## src/rtl/mapper_pkg.sv

```systemverilog
package mapper_pkg;
  // Index of each serial control pin inside the synchronized pin vector
  localparam int PIN_DATA  = 0;
  localparam int PIN_SCLK  = 1;
  localparam int PIN_LATCH = 2;
  localparam int PIN_COUNT = 3;

  // Edge detection is wanted on every pin except the data line
  function automatic bit pin_wants_edge(input int idx);
    return idx != PIN_DATA;
  endfunction
endpackage

```

## src/rtl/pin_sync.sv

```systemverilog
module pin_sync #(
  parameter int STAGES      = 2,
  parameter bit DETECT_RISE = 1'b0
) (
  input  logic clk,
  input  logic rst,
  input  logic pin,
  output logic sig
);
  logic [STAGES-1:0] sr;

  always_ff @(posedge clk) begin
    if (rst) sr <= '0;
    else     sr <= {sr[STAGES-2:0], pin};
  end

  generate
    if (DETECT_RISE) begin : g_rise
      logic prev;
      always_ff @(posedge clk) begin
        if (rst) prev <= 1'b0;
        else     prev <= sr[STAGES-1];
      end
      assign sig = sr[STAGES-1] & ~prev;
    end else begin : g_level
      assign sig = sr[STAGES-1];
    end
  endgenerate
endmodule

```

## src/rtl/bank_shifter.sv

```systemverilog
module bank_shifter #(
  parameter int BANK_W = 7
) (
  input  logic              clk,
  input  logic              rst,
  input  logic              shift_en,
  input  logic              shift_bit,
  input  logic              latch_en,
  output logic [BANK_W-1:0] bank
);
  logic [BANK_W-1:0] chain;

  always_ff @(posedge clk) begin
    if (rst) begin
      chain <= '0;
      bank  <= '0;
    end else begin
      if (shift_en) chain <= {chain[BANK_W-2:0], shift_bit};
      // latch samples the chain as it stood before this cycle's shift
      if (latch_en) bank <= chain;
    end
  end
endmodule

```

## src/rtl/addr_map.sv

```systemverilog
module addr_map #(
  parameter int CART_AW = 15,
  parameter int BANK_W  = 7,
  localparam int WIN_AW   = CART_AW - 1,
  localparam int FLASH_AW = BANK_W + WIN_AW
) (
  input  logic                clk,
  input  logic                rst,
  input  logic [CART_AW-1:0]  cart_addr,
  input  logic                cart_sel_n,
  input  logic                rd_n,
  input  logic                wr_n,
  input  logic [BANK_W-1:0]   bank,
  output logic [FLASH_AW-1:0] flash_addr,
  output logic                flash_ce_n,
  output logic                flash_oe_n,
  output logic                flash_we_n
);
  logic [BANK_W-1:0] upper;

  always_comb begin
    if (cart_addr[CART_AW-1]) upper = '1;
    else                      upper = bank;
  end

  always_ff @(posedge clk) begin
    if (rst) begin
      flash_addr <= '0;
      flash_ce_n <= 1'b1;
      flash_oe_n <= 1'b1;
      flash_we_n <= 1'b1;
    end else begin
      flash_addr <= {upper, cart_addr[WIN_AW-1:0]};
      flash_ce_n <= cart_sel_n;
      flash_oe_n <= cart_sel_n | rd_n;
      flash_we_n <= cart_sel_n | wr_n;
    end
  end
endmodule

```

## src/rtl/cart_bank_mapper.sv

```systemverilog
module cart_bank_mapper #(
  parameter int CART_AW     = 15,
  parameter int BANK_W      = 7,
  parameter int SYNC_STAGES = 2,
  localparam int WIN_AW   = CART_AW - 1,
  localparam int FLASH_AW = BANK_W + WIN_AW
) (
  input  logic                clk,
  input  logic                rst,
  input  logic [CART_AW-1:0]  cart_addr,
  input  logic                cart_sel_n,
  input  logic                rd_n,
  input  logic                wr_n,
  input  logic                ser_data,
  input  logic                ser_clk,
  input  logic                ser_latch,
  output logic [FLASH_AW-1:0] flash_addr,
  output logic                flash_ce_n,
  output logic                flash_oe_n,
  output logic                flash_we_n
);
  import mapper_pkg::*;

  logic [PIN_COUNT-1:0] pins_raw;
  logic [PIN_COUNT-1:0] pins_sync;
  logic [BANK_W-1:0]    bank_q;
  logic                 latch_rise;

  assign pins_raw[PIN_DATA]  = ser_data;
  assign pins_raw[PIN_SCLK]  = ser_clk;
  assign pins_raw[PIN_LATCH] = ser_latch;

  generate
    for (genvar i = 0; i < PIN_COUNT; i++) begin : g_pin
      pin_sync #(
        .STAGES     (SYNC_STAGES),
        .DETECT_RISE(pin_wants_edge(i))
      ) u_sync (
        .clk(clk),
        .rst(rst),
        .pin(pins_raw[i]),
        .sig(pins_sync[i])
      );
    end
  endgenerate

  assign latch_rise = pins_sync[PIN_LATCH];

  bank_shifter #(.BANK_W(BANK_W)) u_shift (
    .clk      (clk),
    .rst      (rst),
    .shift_en (pins_sync[PIN_SCLK]),
    .shift_bit(pins_sync[PIN_DATA]),
    .latch_en (latch_rise),
    .bank     (bank_q)
  );

  addr_map #(.CART_AW(CART_AW), .BANK_W(BANK_W)) u_map (
    .clk       (clk),
    .rst       (rst),
    .cart_addr (cart_addr),
    .cart_sel_n(cart_sel_n),
    .rd_n      (rd_n),
    .wr_n      (wr_n),
    .bank      (bank_q),
    .flash_addr(flash_addr),
    .flash_ce_n(flash_ce_n),
    .flash_oe_n(flash_oe_n),
    .flash_we_n(flash_we_n)
  );
endmodule

```

## config.mk

```make
export PLATFORM = sky130hd
export DESIGN_NAME = cart_bank_mapper
export DESIGN_NICKNAME = d
export VERILOG_FILES = /design/src/rtl/mapper_pkg.sv /design/src/rtl/pin_sync.sv /design/src/rtl/bank_shifter.sv /design/src/rtl/addr_map.sv /design/src/rtl/cart_bank_mapper.sv
export SDC_FILE = /design/constraint.sdc
export NUM_CORES = 1
export LEC_CHECK = 0
export ABC_AREA = 1
export BUFFER_PORTS_ARGS = -buffer_cell sky130_fd_sc_hd__buf_2
export CORE_MARGIN = 4
export CORE_UTILIZATION = 40
export CTS_CLUSTER_SIZE = 20
export DETAILED_ROUTE_END_ITERATION = 8
export PLACE_DENSITY = 0.77
export SLEW_MARGIN = 20
export SYNTH_ARGS = -nofsm -noshare
export SYNTH_HDL_FRONTEND = slang
export SYNTH_SLANG_ARGS = --single-unit
```

## constraint.sdc

```tcl
create_clock -name clk -period 1 [get_ports clk]
set_clock_uncertainty 0.2 [all_clocks]
set_input_delay 0.2 -clock clk [delete_from_list [all_inputs] [get_ports clk]]
set_output_delay 0.2 -clock clk [all_outputs]
set_load 0.1 [all_outputs]
```

### After elaboration in Yosys (flattened, before gate mapping)

Index checks and enable logic that the tools add are counted.
W data, S select, Z words.

| storage, ports and cells | value |
|---|---|
| bits in registers | 46 |

| operators by class | value |
|---|---|
| multiplexer cells | 1 |
| bitwise logic cells | 6 |

Operators by type and width:

| operator | number |
|---|---|
| $mux W7 | 1 |
| $and A1 B1 Y1 | 2 |
| $not A1 Y1 | 2 |
| $or A1 B1 Y1 | 2 |

### Longest topological paths before layout

| logic depth | value |
|---|---|
| word-level depth | 2 |
| depth in mapped cells | 5 |
| depth with buffers taken out | 4 |

### Hierarchy

From an unflattened synthesis, not the netlist that was laid out.

| unflattened totals | value |
|---|---|
| cells, all modules | 182 |
| area total of the unflattened synthesis | 1470.2 um^2 |

By module, submodules not included:

| module | times used | cells an instance | area an instance (um^2) | seq. area each (um^2) |
|---|---|---|---|---|
| addr_map | 1 | 74 | 685.7 | 480.5 |
| bank_shifter | 1 | 82 | 556.8 | 280.3 |
| pin_sync (g_pin[1].u_sync ...) | 2 | 10 | 86.3 | 60.1 |
| pin_sync (g_pin[0].u_sync) | 1 | 6 | 55.1 | 40.0 |

### Least setup slack after synthesis

OpenSTA, ideal clock, no wires.

| path | value |
|---|---|
| kind | reg-to-output |
| start point | reg u_map.flash_addr[0] |
| end point | out flash_addr[0] |
| arrival | 0.909 ns |
| data required time | 0.600 ns |
| setup slack | -0.309 ns |
| stages on the path, launching flop included | 1 |
| path buffers | 0 |
| cells stage by stage | dfxtp_1 |

RTL lines:

| element | RTL line | text |
|---|---|---|
| start, declared | addr_map.sv:14 | `output logic [FLASH_AW-1:0] flash_addr,` |
| start signal, assigned | addr_map.sv:33 | `flash_addr <= {upper, cart_addr[WIN_AW-1:0]};` |
| end, declared | cart_bank_mapper.sv:17 | `output logic [FLASH_AW-1:0] flash_addr,` |

No word-level cell between the ends.

### Final worst setup path

| path | value |
|---|---|
| start point | reg u_map.flash_addr[8] |
| end point | out flash_addr[8] |

No word-level cell between the ends.

==> out/results.tsv <==
metric	value	unit
final count of hold timing violations	3	
Syn Nets	205	
crit path kind	register to output pin	
outcome	finished, violations left	
setup violators final	32	
nets	276	
Routed WL	3.530	mm
core area	3468	um2
Hold/Removal Path Class	input port to register	
Post-Layout Cell Count	300	
TritonCTS clock tree	yes	
worst-path cell chain	buf_12	
synthesized cell area	1491	um2
violated checks	negative hold slack, negative setup slack	
hold_buf cts	17	
Pleak	1.177	nW
number of antenna-violating nets in the routed design	0	
crit path DAT	820	ps
post-DR wirelength/cell	11.77	um
CTS clk-pin slew, worst paths	80	ps
commonest non-fill, non-tap cell in the layout	nor2_1	
Vias	1295	
Area Overhead vs Synth	71.39	%
Worst-Margin Slew	224.2	ps
Cells after DPL	274	
Initial DRC Count	36	
initial antenna violation count	0	
hold wc startpoint	wr_n	
Clk Latency, worst-skew pair	290	ps
CTS Buf Count	5	
row count	21	
largest net degree at the start of global routing	18	
Placed Area	2245	um2
WHS Path Cells	2	
clock root buffer	clkbuf_8	
clock sink count	46	
Final Critical Period	1215	ps
synthesized instance count	182	
global-route wire length before repair	5.906	mm
fraction of layout cells with a size suffix above 1	0.3976	
H-tree Lvls	2	
Worst setup SP type	register	
worst rel slew slack	0.8502	
RSZ-0062 raised after global routing	yes	
Hold WS	-111.1	ps
Die ar.	4769	um2
vias in the first global route	1301	
Seq/Total Area, Yosys	0.6174	
die outline height	69.06	um
router iterations before antenna repair	4	
Residual DRC	0	
diode count	0	
Die X-Extent	69.06	um
worst r2r path cells	4	
CP max stage cell	dfxtp_4	
RePlAce Congestion	0.7506	
Synth cell types	10	
worst setup margin	-215.0	ps
Max Fclk	823.0	MHz
num ports	47	
CP Capture Type	output pin	
CTS Buffer Depth	2	
cell family with most CP delay	flip-flops	
HPWL Detailed	2.270	mm
Max-Cap Viols	0	
Reg2Reg Capture Point	u_shift.bank[5]	
syn_area_per_cell	8.195	um2
power density over the cells	1596	nW/um2
CP bufs+invs	1	
port buffer count	46	
WHS Endpoint	u_map.flash_we_n	
R2R Setup Slk	-40	ps
Req. time, crit path	600	ps
GR Overflow Total	0	
Ys Warns	0	
total global-route track usage	0.1553	
drt via density	4.317	
fin area	2556	um2
flops & latches, synth	46	
most frequent cells in the layout	nor2_1 (58), inv_1 (29), dfxtp_4 (25), buf_12 (25), buf_2 (22)	
Tcrit/Tclk final	1.215	
critical path's largest stage delay	360	ps
Initial Utilization	0.4300	
reg2reg start	g_pin[2].u_sync.sr[1]	
Fill cells	236	
Crit Path Max Fanout	1	
maximum vdd drop	1407	uV
max-slew violations	0	
-- metrics by stage --
step	power, W	hold slack [ps]	utilization	setup slack (ps)	TNS, ps
2_1_floorplan	0.002527	97.32	-	21.12	0
3_3_place_gp	0.002845	180.9	0.6472	-44.17	-158.0
3_5_place_dp	0.002867	182.7	0.6472	-69.74	-512.3
4_1_cts	0.004094	-114.8	0.7316	-222.5	-5260
5_1_grt	0.004258	-115.8	0.7370	-246.4	-6566
6_report	0.004080	-111.1	0.7370	-215.0	-5098
-- registers in the layout (all words and copies together), names as in the netlist --
register                  count
u_map.flash_ce_n              1
g_pin.u_sync.g_rise.prev      2
g_pin.u_sync.sr               6
u_shift.chain                 7
u_shift.bank                  7
u_map.flash_addr             21
u_map.flash_oe_n              1
u_map.flash_we_n              1
-- synthesized netlist by cell type --
master | n | share of area
or2_1 | 3 | 0.013
inv_2 | 2 | 0.0050
nor2_1 | 64 | 0.16
dfxtp_1 | 46 | 0.62
nand3_1 | 14 | 0.047
buf_2 | 1 | 0.0034
inv_1 | 31 | 0.078
nor2_4 | 2 | 0.015
nand2_1 | 14 | 0.035
buf_4 | 5 | 0.025
-- worst max path at each step --
stage	startpoint	end	slack (ps)	cells past startpoint
floorplan	g_pin[2].u_sync.sr[1]	u_shift.bank[0]	20	5
global placement	rst	u_map.flash_oe_n	-40	3
detailed placement	rst	u_map.flash_oe_n	-70	3
CTS	u_map.flash_addr[19]	flash_addr[19]	-220	1
global route	u_map.flash_addr[3]	flash_addr[3]	-250	1
finish	u_map.flash_addr[8]	flash_addr[8]	-220	1
-- metal layers --
metal	vias up	track usage	share of wire
li1	667	-	-
met1	581	0.1491	0.35
met2	40	0.3019	0.58
met5	-	0	0
met4	0	0.04121	0.014
met3	7	0.06105	0.054
-- what timing repair did --
| action | in CTS | in global routing |
|---|---|---|
| endpoints found under the hold margin | 21 | 3 |
| setup endpoints to repair | 38 | 38 |
| resized for setup | 8 | 8 |
| buffers inserted | 1 | 0 |
| pin swaps | 12 | 9 |
-- cell type report --
type | instances | area, um2 | area share
clock buffer | 7 | 96.34 | 0.03769
tap | 46 | 57.56 | 0.02252
clock inverter | 1 | 3.754 | 0.001468
multi-input combinational | 97 | 424.2 | 0.1659
inverter | 33 | 126.4 | 0.04944
timing repair buffer | 70 | 829.5 | 0.3245
sequential | 46 | 1018 | 0.3984
-- report_power, final --
part           switching [W]  internal, W  total [W]
clock               0.000568     0.000621    0.00119
sequential         0.0000686      0.00190    0.00197
combinational       0.000562     0.000361   0.000923
-- kinds of logic (layout without fill, tap and decap cells) --
family / count (synthesis) / count (layout) / share of synthesized area
and+or+nand+nor: 97 / 97 / 0.2710
DFF: 46 / 46 / 0.6174
buffers and inverters: 39 / 111 / 0.1116
No activity file was read; power rests on OpenSTA's default activity.
